[config.mk]
export PLATFORM = sky130hd
export DESIGN_NAME = lfc_reader_front
export DESIGN_NICKNAME = d
export VERILOG_FILES = /design/src/rtl/lfc_pkg.sv /design/src/rtl/lfc_period_sel.sv /design/src/rtl/lfc_slot_timer.sv /design/src/rtl/lfc_edge_shaper.sv /design/src/rtl/lfc_word_serializer.sv /design/src/rtl/lfc_reader_front.sv
export SDC_FILE = /design/constraint.sdc
export NUM_CORES = 1
export LEC_CHECK = 0
export ABC_AREA = 1
export BUFFER_PORTS_ARGS = -buffer_cell sky130_fd_sc_hd__buf_4
export CAP_MARGIN = 20
export CORE_ASPECT_RATIO = 0.6
export CORE_UTILIZATION = 45
export DETAILED_ROUTE_END_ITERATION = 8
export GPL_TIMING_DRIVEN = 0
export SYNTH_ARGS = -nofsm -noshare
export SYNTH_HDL_FRONTEND = slang
export SYNTH_SLANG_ARGS = --single-unit
export TNS_END_PERCENT = 10
[constraint.sdc]
create_clock -name clk -period 5.1 [get_ports clk]
set_input_delay 0.51 -clock clk [delete_from_list [all_inputs] [get_ports clk]]
set_output_delay 0.51 -clock clk [all_outputs]
set_load 0.02 [all_outputs]
[src/rtl/lfc_pkg.sv]
package lfc_pkg;
  // Timing source picked by the divisor-mode pin.
  typedef enum logic {
    SRC_FIXED   = 1'b0,
    SRC_DIVISOR = 1'b1
  } lfc_src_e;

  // Larger of two integers, used to size the period word.
  function automatic int lfc_max(input int a, input int b);
    return (a > b) ? a : b;
  endfunction
endpackage

[src/rtl/lfc_period_sel.sv]
module lfc_period_sel
  import lfc_pkg::*;
#(
  parameter int DIV_W     = 8,
  parameter int DIV_MIN   = 19,
  parameter int HALF_BASE = 11,
  parameter int SLOTS     = 16,
  parameter int PER_W     = 11
) (
  input  logic             div_mode,
  input  logic             sel_125k,
  input  logic [DIV_W-1:0] div_value,
  output logic [PER_W-1:0] period
);
  localparam logic [DIV_W-1:0] FLOOR = DIV_W'(DIV_MIN);

  lfc_src_e         src;
  logic [DIV_W-1:0] div_eff;
  logic [PER_W-1:0] fixed_p;
  logic [PER_W-1:0] div_p;

  always_comb begin
    src     = lfc_src_e'(div_mode);
    div_eff = (div_value < FLOOR) ? FLOOR : div_value;
    fixed_p = PER_W'(SLOTS) * (PER_W'(HALF_BASE) + PER_W'(sel_125k));
    div_p   = (PER_W'(div_eff) + PER_W'(1)) << 1;
    period  = (src == SRC_DIVISOR) ? div_p : fixed_p;
  end
endmodule

[src/rtl/lfc_slot_timer.sv]
module lfc_slot_timer #(
  parameter int SLOTS  = 16,
  parameter int SLOT_W = 4,
  parameter int PER_W  = 11
) (
  input  logic              clk,
  input  logic              rst,
  input  logic [PER_W-1:0]  period,
  output logic              enter,
  output logic [SLOT_W-1:0] next_slot
);
  localparam logic [PER_W-1:0]  STEP_INC  = PER_W'(SLOTS);
  localparam logic [SLOT_W-1:0] LAST_SLOT = SLOT_W'(SLOTS - 1);

  logic              run_q;
  logic [PER_W-1:0]  acc_q;
  logic [PER_W-1:0]  acc_sum;
  logic [SLOT_W-1:0] slot_q;
  logic              step;

  always_comb begin
    acc_sum   = acc_q + STEP_INC;
    step      = run_q && (acc_sum >= period);
    enter     = !rst && (!run_q || step);
    if (!run_q || slot_q == LAST_SLOT) next_slot = '0;
    else                               next_slot = slot_q + 1'b1;
  end

  always_ff @(posedge clk) begin
    if (rst) begin
      run_q  <= 1'b0;
      acc_q  <= '0;
      slot_q <= '0;
    end else if (!run_q) begin
      run_q  <= 1'b1;
      acc_q  <= '0;
      slot_q <= '0;
    end else if (step) begin
      acc_q  <= acc_sum - period;
      slot_q <= next_slot;
    end else begin
      acc_q  <= acc_sum;
    end
  end

  AST_ACC_BELOW_PERIOD: assert property (@(posedge clk) disable iff (rst)
    run_q |-> (acc_q < period));
endmodule

[src/rtl/lfc_edge_shaper.sv]
module lfc_edge_shaper #(
  parameter int DATA_W = 8,
  parameter int SLOT_W = 4
) (
  input  logic              clk,
  input  logic              rst,
  input  logic              enter,
  input  logic [SLOT_W-1:0] next_slot,
  output logic              coil_q,
  output logic              adc_q,
  output logic              sclk_q
);
  localparam logic [SLOT_W-1:0] MID = SLOT_W'(DATA_W);

  always_ff @(posedge clk) begin
    if (rst) begin
      coil_q <= 1'b0;
      adc_q  <= 1'b0;
      sclk_q <= 1'b0;
    end else if (enter) begin
      coil_q <= (next_slot < MID);
      adc_q  <= (next_slot >= MID);
      sclk_q <= next_slot[0];
    end
  end
endmodule

[src/rtl/lfc_word_serializer.sv]
module lfc_word_serializer #(
  parameter int DATA_W = 8,
  parameter int SLOT_W = 4
) (
  input  logic              clk,
  input  logic              rst,
  input  logic              enter,
  input  logic [SLOT_W-1:0] next_slot,
  input  logic [DATA_W-1:0] sample,
  output logic              frame_q,
  output logic              data_q
);
  localparam logic [SLOT_W-1:0] MID = SLOT_W'(DATA_W);

  logic [DATA_W-1:0] held_q;
  logic              have_q;
  logic [DATA_W-1:0] shift_q;

  always_ff @(posedge clk) begin
    if (rst) begin
      held_q  <= '0;
      have_q  <= 1'b0;
      shift_q <= '0;
      frame_q <= 1'b0;
    end else if (enter) begin
      if (next_slot == MID) begin
        held_q <= sample;
        have_q <= 1'b1;
      end
      if (next_slot == '0) begin
        shift_q <= have_q ? held_q : '0;
        frame_q <= have_q;
      end else if (!next_slot[0]) begin
        shift_q <= shift_q << 1;
      end
    end
  end

  assign data_q = shift_q[DATA_W-1];
endmodule

[src/rtl/lfc_reader_front.sv]
module lfc_reader_front #(
  parameter int DATA_W    = 8,
  parameter int DIV_W     = 8,
  parameter int DIV_MIN   = 19,
  parameter int HALF_BASE = 11
) (
  input  logic              clk,
  input  logic              rst,
  input  logic              sel_125k,
  input  logic              div_mode,
  input  logic [DIV_W-1:0]  div_value,
  input  logic [DATA_W-1:0] adc_sample,
  output logic              coil_drive,
  output logic              adc_clk,
  output logic              ser_clk,
  output logic              ser_frame,
  output logic              ser_data,
  output logic              dbg_clk,
  output logic              hf_power
);
  localparam int SLOTS  = 2 * DATA_W;
  localparam int SLOT_W = $clog2(SLOTS);
  localparam int MAX_P  = lfc_pkg::lfc_max(2 * (2 ** DIV_W), SLOTS * (HALF_BASE + 1));
  localparam int PER_W  = $clog2(MAX_P + SLOTS) + 1;

  logic [PER_W-1:0]  period;
  logic              enter;
  logic [SLOT_W-1:0] next_slot;

  lfc_period_sel #(
    .DIV_W(DIV_W), .DIV_MIN(DIV_MIN), .HALF_BASE(HALF_BASE),
    .SLOTS(SLOTS), .PER_W(PER_W)
  ) u_period (
    .div_mode(div_mode), .sel_125k(sel_125k), .div_value(div_value),
    .period(period)
  );

  lfc_slot_timer #(.SLOTS(SLOTS), .SLOT_W(SLOT_W), .PER_W(PER_W)) u_timer (
    .clk(clk), .rst(rst), .period(period),
    .enter(enter), .next_slot(next_slot)
  );

  lfc_edge_shaper #(.DATA_W(DATA_W), .SLOT_W(SLOT_W)) u_shaper (
    .clk(clk), .rst(rst), .enter(enter), .next_slot(next_slot),
    .coil_q(coil_drive), .adc_q(adc_clk), .sclk_q(ser_clk)
  );

  lfc_word_serializer #(.DATA_W(DATA_W), .SLOT_W(SLOT_W)) u_ser (
    .clk(clk), .rst(rst), .enter(enter), .next_slot(next_slot),
    .sample(adc_sample), .frame_q(ser_frame), .data_q(ser_data)
  );

  assign dbg_clk  = adc_clk;
  assign hf_power = 1'b0;

  AST_DATA_ON_FALL: assert property (@(posedge clk) disable iff (rst)
    $changed(ser_data) |-> $fell(ser_clk));
  AST_FRAME_ON_CARRIER: assert property (@(posedge clk) disable iff (rst)
    $rose(ser_frame) |-> $rose(coil_drive));
  AST_ADC_OPPOSES_COIL: assert property (@(posedge clk) disable iff (rst)
    $rose(adc_clk) |-> $fell(coil_drive));
  AST_RESET_QUIET: assert property (@(posedge clk)
    (rst && $past(rst)) |-> !(coil_drive || adc_clk || ser_clk || ser_frame || ser_data));
endmodule

# == Yosys cells after proc, flatten, opt, wreduce, memory -nomap -nowiden ==
# Cells that the tools add are included.
# word_totals
elab_cells,42
register_bits,37
# classes
n_reduce_logical,11
order_cmp,4
muxes,8
bitwise,1
eq_ne,3
n_addsub,5
# op_table
op,n
8-bit two-way mux,4
11-bit two-way mux,2
"11-bit by 5-bit adder with 11-bit output, second input constant",1
11-bit greater-or-equal comparator,1
11-bit subtractor,1
"8-bit by 1-bit adder with 9-bit output, second input constant",1
"4-bit == test, second input constant",2
"8-bit by 5-bit less-than comparator with 1-bit output, second input constant",1
2-bit AND reduction,3
"4-bit by 1-bit adder with 5-bit output, first input constant",1
"4-bit by 1-bit adder with 4-bit output, second input constant",1
"4-bit greater-or-equal comparator, second input constant",1
4-bit zero test,1
"4-bit less-than comparator, second input constant",1
4-bit two-way mux,1
1-bit logical AND,2
1-bit zero test,2
1-bit logical OR,2
"2-bit != test, second input constant",1
2-bit OR reduction,1
1-bit two-way mux,1
1-bit NOT,1

# == Longest topological paths before layout ==
# Gate-level depths: netlist (run 1).
# depth
depth_word,9
depth_mapped,23

# == Hierarchy ==
# A second synthesis (run 1) with hierarchy kept.
# hier_totals
cells_unflattened,442
hier_area_um2,2815.2
# modules_own_cells
module,area_per_inst_um2,n_inst,cells_each,seq_area_each_um2
lfc_slot_timer,1430.1,1,216,320.3
lfc_word_serializer,940.9,1,147,360.3
lfc_period_sel,311.5,1,61,0.0
lfc_edge_shaper,113.9,1,15,60.1
lfc_reader_front,18.8,1,3,0.0

# == Worst setup path before layout (run 1) ==
# OpenSTA, ideal clock, no wires.
# synth_timing
kind,input-to-reg
start,input div_value[5]
end,register u_ser.held_q[0]
path_buffers,1
arrival_ps,2888
path_stages,20
setup_slack_ps,2102
path_cell_list,nor3_1 > nand2_1 > nand2_1 > ha_1 > nand2_1 > nor2_1 > nand4_1 > nand2_1 > nor2_1 > ha_1 > nand2_1 > nor2_1 > nand3_1 > nand3_1 > nand2_1 > nand3_2 > clkbuf_1 > nand4_1 > nand2_1 > nor2_1
# synth_between
elab_chain_len,9
# synth_lines
item,line,source
"start, declared",lfc_reader_front.sv:11,"input logic [DIV_W-1:0] div_value,"
8-bit by 5-bit less-than comparator with 1-bit output,lfc_period_sel.sv:24,div_eff = (div_value < FLOOR) ? FLOOR : div_value;
8-bit two-way mux (*),lfc_period_sel.sv:24,
8-bit by 1-bit adder with 9-bit output (*),lfc_period_sel.sv:26,div_p = (PER_W'(div_eff) + PER_W'(1)) << 1;
11-bit two-way mux (*),lfc_period_sel.sv:27,period = (src == SRC_DIVISOR) ? div_p : fixed_p;
11-bit greater-or-equal comparator (*),lfc_slot_timer.sv:23,step = run_q && (acc_sum >= period);
1-bit logical AND (*),lfc_slot_timer.sv:23,
1-bit logical OR (*),lfc_slot_timer.sv:24,enter = !rst && (!run_q || step);
1-bit logical AND (*),lfc_slot_timer.sv:24,
2-bit AND reduction (no line) (*),-,
"end signal, assigned",lfc_word_serializer.sv:27,held_q <= sample;
"end, declared",lfc_word_serializer.sv:15,logic [DATA_W-1:0] held_q;
# Mark *: on every way between the ends. The rest lies on a longest branch, timed or not.
# A chain may end at the register's enable or synchronous reset.

# == Worst setup path after layout (run 1) ==
# layout_timing
start,input div_value[5]
end,register u_timer.acc_q[7]
# layout_between
elab_chain_len,7
# layout_lines
item,line,source
8-bit by 5-bit less-than comparator with 1-bit output,lfc_period_sel.sv:24,
8-bit two-way mux (*),lfc_period_sel.sv:24,
8-bit by 1-bit adder with 9-bit output (*),lfc_period_sel.sv:26,
11-bit two-way mux (*),lfc_period_sel.sv:27,
11-bit greater-or-equal comparator,lfc_slot_timer.sv:23,
1-bit logical AND,lfc_slot_timer.sv:23,
11-bit two-way mux (*),lfc_slot_timer.sv:38,end else if (step) begin
"end signal, assigned",lfc_slot_timer.sv:39,acc_q <= acc_sum - period;
"end signal, assigned",lfc_slot_timer.sv:42,acc_q <= acc_sum;
"end, declared",lfc_slot_timer.sv:16,logic [PER_W-1:0] acc_q;
# Marks and branches as above.

==> flow_metrics.tcl, run 1 <==
set metrics [dict create \
    status "complete, no violations" \
    start_kind "primary input" \
    power_leakage_nw 1.56 \
    tightest_slew_ns 0.499 \
    via_count 2537 \
    cts_resized 0 \
    diodes 0 \
    core_region_area_um2 5260 \
    crit_fanout 10 \
    cts_tree "built" \
    syn_to_final_growth_pct 13.3 \
    grt_overflow 0 \
    hold_viol 0 \
    required_ns 5.29 \
    whs_ns 0.398 \
    cts.path.max_buffers 2 \
    finalSetupViolations 0 \
    crit_arrival_ns 3.69 \
    synth_top_area_cell "dfxtp_1" \
    place_inst 508 \
    portBuffers 24 \
    dr.pass1.iters 4 \
    postCtsHoldBufs 0 \
    first_global_vias 2207 \
    period_share_pct 68.7 \
    finalMaxSlewViolations 0 \
    reg2reg_depth 15 \
    power.density_nw_per_um2 232 \
    worst-r2r-setup-slack_ns 2.31 \
    die_h_um 60.5 \
    dieWidth_um 99.4 \
    drt-initial-drc-count 197 \
    ys_seq_elements 36 \
    finish.utilization_pct 55.2 \
    setup_slack_ns 1.60 \
    hold_class "in -> reg" \
    clk_latency_ns 0.29 \
    netlist_area_um2 2560 \
    ys_top_cells_by_count "nand2_1, inv_1, nor2_1" \
    drc 0 \
    max-vdd-ir-drop_mv 0.0934 \
    globalRouteTotalUtil_pct 23.0 \
    drive_gt1_share_pct 10.5 \
    slew_headroom_pct 66.7 \
    rows 20 \
    cts_root_buf "clkbuf_8" \
    dp_hpwl_um 4860 \
    instances_no_fill 515 \
    synth.avg_cell_area_um2 6.13 \
    yosys_warnings 0 \
    clock.fmax_ghz 0.286 \
    crit_end "u_timer.acc_q[7]$_SDFF_PP0_" \
    cp-startpoint "div_value[5]" \
    syn_inst 418 \
    yosysTopAreaCellShare_pct 28.1 \
    synthesis.nets 451 \
    grt_pass1_wl_um 10600 \
    grt_max_degree 11 \
    antenna_found_initial 0 \
    nets 482 \
    cts_sinks 36 \
    rr_startpoint "u_timer.acc_q[4]$_SDFF_PP0_" \
    vias_per_cell 4.93 \
    post_cts_buffers 0 \
    yosys-top-cells-area "dfxtp_1, nand2_1, inv_1, nor2_1, ha_1" \
    wl_per_cell_um 12.0 \
    synthFlopType "dfxtp_1" \
    skew_ns 0.0106 \
    rsz0062_at_grt "false" \
    ant_nets 0 \
    path_clk_slew_ns 0.08 \
    synthArstFlopShare_pct 0 \
    yosysMostFrequentCell "nand2_1" \
    preCtsSetupSlack_ns 1.36 \
    r2r_end "u_timer.acc_q[8]$_SDFF_PP0_" \
    gp_congestion 0.883 \
    fp.dieArea_um2 6010 \
    yosysSeqAreaShare_pct 28.1 \
    finalSetupTns_ns 0 \
    crit_type "in -> reg" \
    crit_path_end_kind "register" \
    synth_edf_count 0 \
    maxCapViolations 0 \
    cts_inserted_buffers 5 \
    yosysUniqueCellTypes 29 \
    initial_core_util_pct 48.8 \
    top_level_ports 27 \
    htree_num_levels 2 \
    period_needed_ns 3.50 \
    wl_um 6200 \
]
==> cells by family after synthesis <==
kind of cell / Yosys count / synth area share, %
compound gates: 43 / 8.79
simple gates: 224 / 39.0
buf+inv: 91 / 13.9
xor+xnor: 10 / 3.42
flops: 36 / 28.1
other cells: 1 / 0.146
fa+ha+maj: 13 / 6.64
==> routing by layer <==
layer / vias up / wire (µm) / GRT usage, %
met4: 0 / 33 / 4.62
met1: 1097 / 3640 / 37.9
met2: 72 / 2080 / 29.7
li1: 1363 / - / -
met5: - / 0 / 0
met3: 5 / 438 / 4.15
==> how the worst min path moves through the flow <==
| stage | startpoint | slack (ns) | cells after the start | endpoint |
|---|---|---|---|---|
| detailed placement | u_timer.acc_q[1]$_SDFFE_PP0N_ | 0.45 | 2 | u_timer.acc_q[1]$_SDFFE_PP0N_ |
| global route | rst | 0.40 | 2 | u_ser.have_q$_SDFFE_PP0P_ |
| global placement | u_timer.acc_q[1]$_SDFFE_PP0N_ | 0.45 | 2 | u_timer.acc_q[1]$_SDFFE_PP0N_ |
| floorplan | u_timer.acc_q[1]$_SDFFE_PP0N_ | 0.43 | 2 | u_timer.acc_q[1]$_SDFFE_PP0N_ |
| CTS | rst | 0.40 | 2 | u_ser.have_q$_SDFFE_PP0P_ |
| finish | rst | 0.40 | 2 | u_ser.have_q$_SDFFE_PP0P_ |
==> registers in the layout, summed over array words and instances, names as in the netlist <==
name             flops
u_timer.acc_q       10
u_ser.held_q         8
u_ser.shift_q        8
u_timer.slot_q       4
u_ser.frame_q        1
u_ser.have_q         1
u_shaper.adc_q       1
u_shaper.coil_q      1
u_shaper.sclk_q      1
u_timer.run_q        1
==> report_power, final <==
part | switching (mW) | internal, mW
clock | 0.103 | 0.0930
sequential | 0.00739 | 0.293
combinational | 0.112 | 0.0653
total | 0.223 | 0.451
==> cell type report <==
class | count | area, µm²
Buffer | 12 | 58.8
Clock buffer | 6 | 72.6
Clock inverter | 1 | 5.00
Fill cell | 540 | 2350
Inverter | 79 | 297
Multi-Input combinational cell | 291 | 1490
Sequential cell | 36 | 721
Tap cell | 66 | 82.6
Timing Repair Buffer | 24 | 180
==> per-stage QoR <==
stage	instance area, µm²	total power, mW
floorplan	2560	0.430
global route	2900	0.718
global placement	2830	0.480
CTS	2900	0.676
finish	2900	0.674
detailed placement	2830	0.481
==> worst max-delay path: stages <==
cell and delay [ns]:
buf_4 0.12, nor3_1 0.34, nand2_1 0.17, nand2_1 0.11, ha_1 0.16, nand2_1 0.09
nor4_1 0.33, nor2_1 0.07, nor2_1 0.14, ha_1 0.29, nand2_1 0.11, inv_1 0.04
a21oi_1 0.17, nand3_1 0.12, nand2_1 0.13, nand2_2 0.17, nand2_2 0.27, inv_2 0.17
nor2_1 0.11, nor2_1 0.05
==> placed cells by master (no fill, tap or decap) <==
cell,count
nand2_1,124
inv_1,77
nor2_1,46
dfxtp_1,36
buf_4,27
nand4_1,24
o21ai_0,23
a21oi_1,16
nand3_1,15
ha_1,12
clkbuf_1,8
xor2_1,8
clkbuf_8,5
nand2_2,4
o21bai_1,3
inv_2,2
buf_2,2
nand3_2,2
nand3_4,2
xnor2_1,2
nor3_1,1
nor4_1,1
or2_2,1
or2_1,1
nor3b_4,1
and2_1,1
a21boi_0,1
nand3b_1,1
fa_1,1
conb_1,1
clkinv_2,1
No activity file was read; power rests on OpenSTA's default activity.
==> run 2: changes to the inputs <==
--- a/config.mk
+++ b/config.mk
@@ -12,6 +12,7 @@
 export CORE_UTILIZATION = 45
 export DETAILED_ROUTE_END_ITERATION = 8
 export GPL_TIMING_DRIVEN = 0
+export PLACE_DENSITY = 0.66
 export SYNTH_ARGS = -nofsm -noshare
 export SYNTH_HDL_FRONTEND = slang
 export SYNTH_SLANG_ARGS = --single-unit
==> constraint.sdc (replaced) <==
create_clock -name clk -period 3.1 [get_ports clk]
set_input_delay 0.31 -clock clk [delete_from_list [all_inputs] [get_ports clk]]
set_output_delay 0.31 -clock clk [all_outputs]
set_load 0.02 [all_outputs]
==> run 2 against run 1 <==
  * Register-to-register slack worse by 1.8 ns
  * Die area did not move
  * Sequential power up 65%
  * Clock-buffer cell count shrank 1
  * Cell area up 4.4%
  * Largest power group unchanged
  * Wire length rose by 1.7%
  * Total power grew 66%
  * Combinational power is 79% higher
  * Hold slack worse by 0.21 ns
  * Via count grew 2.3%
==> flow_metrics.tcl, run 2 (same netlist as run 1, synthesis figures left out) <==
set metrics [dict create \
    status "complete, no violations" \
    core_region_area_um2 5260 \
    rows 20 \
    diodes 0 \
    path_clk_slew_ns 0.07 \
    final_cell_mix "nand2_1, inv_1, nor2_1" \
    gp_congestion 0.868 \
    reg_top3 "u_timer.acc_q (10), u_ser.held_q (8), u_ser.shift_q (8)" \
    power_leakage_nw 1.59 \
    drc 0 \
    multi_input_area_um2 1580 \
    period_share_pct 95.7 \
    nets 487 \
    start_kind "primary input" \
    first_global_vias 2145 \
    postCtsHoldBufs 0 \
    fp.dieArea_um2 6010 \
    dpl_cell_area_um2 2830 \
    vias_per_cell 5.01 \
    via_count 2596 \
    globalRouteTotalUtil_pct 22.2 \
    crit_fanout 10 \
    clk_latency_ns 0.29 \
    finalMaxSlewViolations 0 \
    antenna_found_initial 0 \
    dp_hpwl_um 4870 \
    die_h_um 60.5 \
    fin_area_um2 3030 \
    ff_latch_area_um2 721 \
    largest_register_ffs 10 \
    nFillCells 527 \
    hold_class "in -> reg" \
    crit_type "in -> reg" \
    grt_max_degree 11 \
    setup_slack_ns 0.134 \
    finalSetupViolations 0 \
    final_common_cell "nand2_1" \
    cts.path.max_buffers 2 \
    grt_overflow 0 \
    cts_tree "built" \
    power.density_nw_per_um2 370 \
    drive_gt1_share_pct 14.2 \
    dr.pass1.iters 5 \
    top_level_ports 27 \
    htree_num_levels 2 \
    crit_path_end_kind "register" \
    wl_per_cell_um 12.2 \
    period_needed_ns 2.97 \
    drt-initial-drc-count 210 \
    cts_root_buf "clkbuf_8" \
    wl_um 6310 \
    portBuffers 24 \
    cts_sinks 36 \
    required_ns 3.29 \
    syn_to_final_growth_pct 18.2 \
    clock.fmax_ghz 0.337 \
    finalSetupTns_ns 0 \
    cts_inserted_buffers 5 \
    skew_ns 0.00770 \
    dieWidth_um 99.4 \
    ant_nets 0 \
    hold_viol 0 \
    initial_core_util_pct 48.8 \
    total_power_mw 1.12 \
    grt_pass1_wl_um 10200 \
    crit_arrival_ns 3.16 \
    preCtsSetupSlack_ns -0.508 \
    maxCapViolations 0 \
    max_flop_register "u_timer.acc_q" \
    max-vdd-ir-drop_mv 0.218 \
]
## run 2: cell count changes in the layout (fill, tap and decap cells not counted), sizes merged
| cell | before | now |
|---|---|---|
| clkinv | 1 | 0 |
| clkinvlp | 0 | 1 |
| nand3 | 19 | 20 |
| inv | 79 | 78 |
| clkbuf | 13 | 12 |
| buf | 29 | 33 |
## run 2: final cells by class
| type | instances | area share (%) |
|---|---|---|
| multi-input combinational | 292 | 52.0 |
| sequential | 36 | 23.8 |
| inverter | 79 | 10.0 |
| timing repair buffer | 28 | 6.94 |
| tap | 66 | 2.73 |
| clock buffer | 5 | 2.27 |
| buffer | 12 | 2.27 |
## run 2: worst max-delay path: stages
cell and delay, ns:
buf_4 0.14, nor3_4 0.27, nand2_2 0.12, nand2_1 0.10, ha_1 0.17, nand2_1 0.12
nor2_2 0.18, nand4_1 0.11, nand2_1 0.08, nor2_1 0.05, ha_1 0.32, nand2_1 0.11
nor2_1 0.15, nand3_1 0.14, nand3_1 0.13, nand2_2 0.10, nand3_4 0.10, clkbuf_4 0.21
nand4_1 0.12, nand2_1 0.10, inv_1 0.04
## run 2: metal layers
metal | GRT usage, % | part of all wire, % | vias to the layer above
li1 | - | - | 1370
met1 | 37.2 | 58 | 1123
met2 | 27.0 | 33 | 96
met3 | 4.38 | 8.0 | 7
met4 | 5.25 | 0.90 | 0
met5 | 0 | 0 | -
## run 2: per-stage QoR
stage | instances | util, % | hold WS [ns]
floorplan | 418 | - | 0.379
global placement | 508 | 53.8 | 0.447
detailed placement | 508 | 53.8 | 0.460
CTS | 513 | 55.4 | 0.191
global route | 518 | 57.6 | 0.188
finish | 518 | 57.6 | 0.189
## run 2: timing repair
action,in CTS,in global routing
pin swaps,0,5
gates resized for setup,5,17
setup buffers,0,4
endpoints found under the setup margin,30,34
gates cloned,0,1
## run 2: path summary, 6_finish.rpt
kind,start,to,slack [ns],cells after the start
setup / recovery,div_value[5],u_ser.shift_q[4]$_SDFFE_PP0P_,0.13,21
setup reg to reg,u_timer.acc_q[4]$_SDFF_PP0_,u_ser.shift_q[1]$_SDFFE_PP0P_,0.51,16
hold reg to reg,u_timer.acc_q[1]$_SDFFE_PP0N_,u_timer.acc_q[1]$_SDFFE_PP0N_,0.47,2
hold / removal,rst,u_ser.have_q$_SDFFE_PP0P_,0.19,2
## run 2: power breakdown
group	leakage [nW]	switching, mW	total [mW]	internal [mW]
Sequential	0.293	0.0125	0.494	0.482
Clock	0.0359	0.164	0.309	0.145
Combinational	1.26	0.193	0.316	0.123
==> run 3: changes to the inputs <==
==> constraint.sdc (replaced) <==
create_clock -name clk -period 3.1 [get_ports clk]
set_input_delay 0.62 -clock clk [delete_from_list [all_inputs] [get_ports clk]]
set_output_delay 0.62 -clock clk [all_outputs]
set_load 0.02 [all_outputs]
==> run 3 against run 2 <==
  * The flow now finishes with violations (negative setup slack)
  * Highest routed layer unchanged
  * Largest cell class unchanged
  * Final cell count rose by 1.7%
  * Total power up 5.2%
  * Sequential cell count stayed put
  * Utilization grew 4.7 points
  * Non-clock buffer count up 8
  * Clock-buffer cell count is the same
==> flow_metrics.tcl, run 3 (same netlist as run 1, synthesis figures left out) <==
set metrics [dict create \
    cp-startpoint "div_value[5]" \
    crit_type "in -> reg" \
    clk_latency_ns 0.29 \
    finish.utilization_pct 62.4 \
    violations "negative setup slack" \
    rsz0062_at_grt "true" \
    largest_register_ffs 10 \
    slew_headroom_pct 61.6 \
    grt_overflow 0 \
    required_ns 3.29 \
    via_count 2714 \
    dr.pass1.iters 5 \
    drt-initial-drc-count 205 \
    postCtsHoldBufs 0 \
    rr_startpoint "u_timer.acc_q[4]$_SDFF_PP0_" \
    clock.fmax_ghz 0.315 \
    final_cell_mix "nand2_1, inv_1, nor2_1" \
    dp_hpwl_um 5090 \
    path_clk_slew_ns 0.07 \
    power.density_nw_per_um2 359 \
    hold_start "u_timer.acc_q[1]$_SDFFE_PP0N_" \
    wl_um 7450 \
    crit_buf_inv 4 \
    critPathTopFamily "simple AND/OR/NAND/NOR gates" \
    initial_core_util_pct 48.8 \
    ant_nets 0 \
    finalSetupTns_ns -0.602 \
    tightest_slew_ns 0.575 \
    syn_to_final_growth_pct 27.9 \
    diodes 0 \
    finalSetupViolations 20 \
    drc 0 \
    maxCapViolations 0 \
    final_common_cell "nand2_1" \
    crit_path_end_kind "register" \
    gp_congestion 0.868 \
    hold_class "reg -> reg" \
    path_cells "buf_8, nor3_4, nand2_4, nand2_4, ha_4, nand2_4, nor4_4, nor2_1, nor2_1, ha_1, nand2_2, inv_2, a21oi_2, nand3_2, nand2_4, nand3_4, buf_8, nand3_4, nand2_2, nand2_1, inv_1" \
    crit_fanout 6 \
    cpPeakStageDelay_ns 0.30 \
    setup_slack_ns -0.0720 \
    portBuffers 24 \
    htree_num_levels 2 \
    period_share_pct 102 \
    vias_per_cell 5.15 \
    skew_ns 0.00343 \
    crit_arrival_ns 3.36 \
    core_region_area_um2 5260 \
    preCtsSetupSlack_ns -0.857 \
    dieWidth_um 99.4 \
    grt_pass1_wl_um 11200 \
    cts_root_buf "clkbuf_8" \
    wl_per_cell_um 14.1 \
    die_h_um 60.5 \
    max-vdd-ir-drop_mv 0.140 \
    drive_gt1_share_pct 20.2 \
    period_needed_ns 3.17 \
    hold_viol 0 \
    first_global_vias 2371 \
    max_flop_register "u_timer.acc_q" \
    cts_tree "built" \
    grt_max_degree 11 \
    fp.dieArea_um2 6010 \
    nFillCells 492 \
    power_leakage_nw 1.67 \
    cpMaxStageDelayCell "nor4_4" \
    rows 20 \
    status "finished, violations left" \
    cts_inserted_buffers 5 \
    finalMaxSlewViolations 0 \
    top_level_ports 27 \
    antenna_found_initial 0 \
    reg_top3 "u_timer.acc_q (10), u_ser.held_q (8), u_ser.shift_q (8)" \
    timing.critical_path.mode_cell "nand2_4" \
    cts_sinks 36 \
    cts.path.max_buffers 2 \
    whs_ns 0.466 \
    nets 496 \
    start_kind "primary input" \
    globalRouteTotalUtil_pct 24.4 \
]
## run 3: cell count changes in the layout (fill, tap and decap cells not counted), moves of 3 or more
cell	delta
nand2_2	+7
nand2_4	+4
o21ai_1	+9
buf_4	+3
nand2_1	-11
nand3_1	-3
o21ai_0	-9
## run 3: final cells by class
class	instances	area, µm²	share of cell area, %
Sequential cell	36	721	22.0
Buffer	12	78.8	2.41
Clock buffer	5	68.8	2.10
Timing Repair Buffer	36	307	9.35
Inverter	79	304	9.28
Tap cell	66	82.6	2.52
Multi-Input combinational cell	293	1720	52.3
## run 3: path summary, 6_finish.rpt
kind	endpoint	slack [ns]	cells after the start
min reg2reg	u_timer.acc_q[1]$_SDFFE_PP0N_	0.47	2
max reg2reg	u_ser.shift_q[1]$_SDFFE_PP0P_	0.45	16
min	u_timer.acc_q[1]$_SDFFE_PP0N_	0.47	2
max	u_ser.shift_q[1]$_SDFFE_PP0P_	-0.07	21
## run 3: repair_timing
item                                    4_1_cts  5_1_grt
endpoints found under the hold margin         0        0
buffers inserted                              3        8
resized for setup                            17       52
pin swaps                                     3       25
cloned                                        0        3
endpoints found under the setup margin       35       35
## run 3: worst register-to-register path, cell delays in order, from the launching register on
cell and delay (ns):
dfxtp_1 0.39, ha_1 0.21, nand2_1 0.11, nor2_1 0.13
xor2_1 0.30, ha_4 0.27, nand2_2 0.12, inv_2 0.04
a21oi_2 0.15, nand3_2 0.13, nand2_4 0.12, nand3_4 0.12
buf_8 0.19, nand3_4 0.11, nand2_2 0.06, nand2_1 0.07
inv_1 0.03
## run 3: routing by layer
layer  vias to the layer above  track usage (%)  share of wire [%]
li1                       1392                -                  -
met1                      1212             37.5                 53
met2                        98             35.3                 40
met3                        12             4.49                5.6
met4                         0             5.04                1.2
met5                         -                0                  0
## run 3: power breakdown
| part | leakage (nW) | internal [mW] | switching, mW | total [mW] |
|---|---|---|---|---|
| clock | 0.0359 | 0.145 | 0.162 | 0.307 |
| sequential | 0.293 | 0.482 | 0.0135 | 0.495 |
| combinational | 1.34 | 0.152 | 0.224 | 0.375 |
## run 3: through the flow
step | cells | total power, mW | area [µm²]
after global placement | 508 | 0.782 | 2830
after CTS | 516 | 1.11 | 2980
final | 527 | 1.18 | 3280
after global routing | 527 | 1.24 | 3280
after detailed placement | 508 | 0.788 | 2830
after floorplan | 418 | 0.708 | 2560
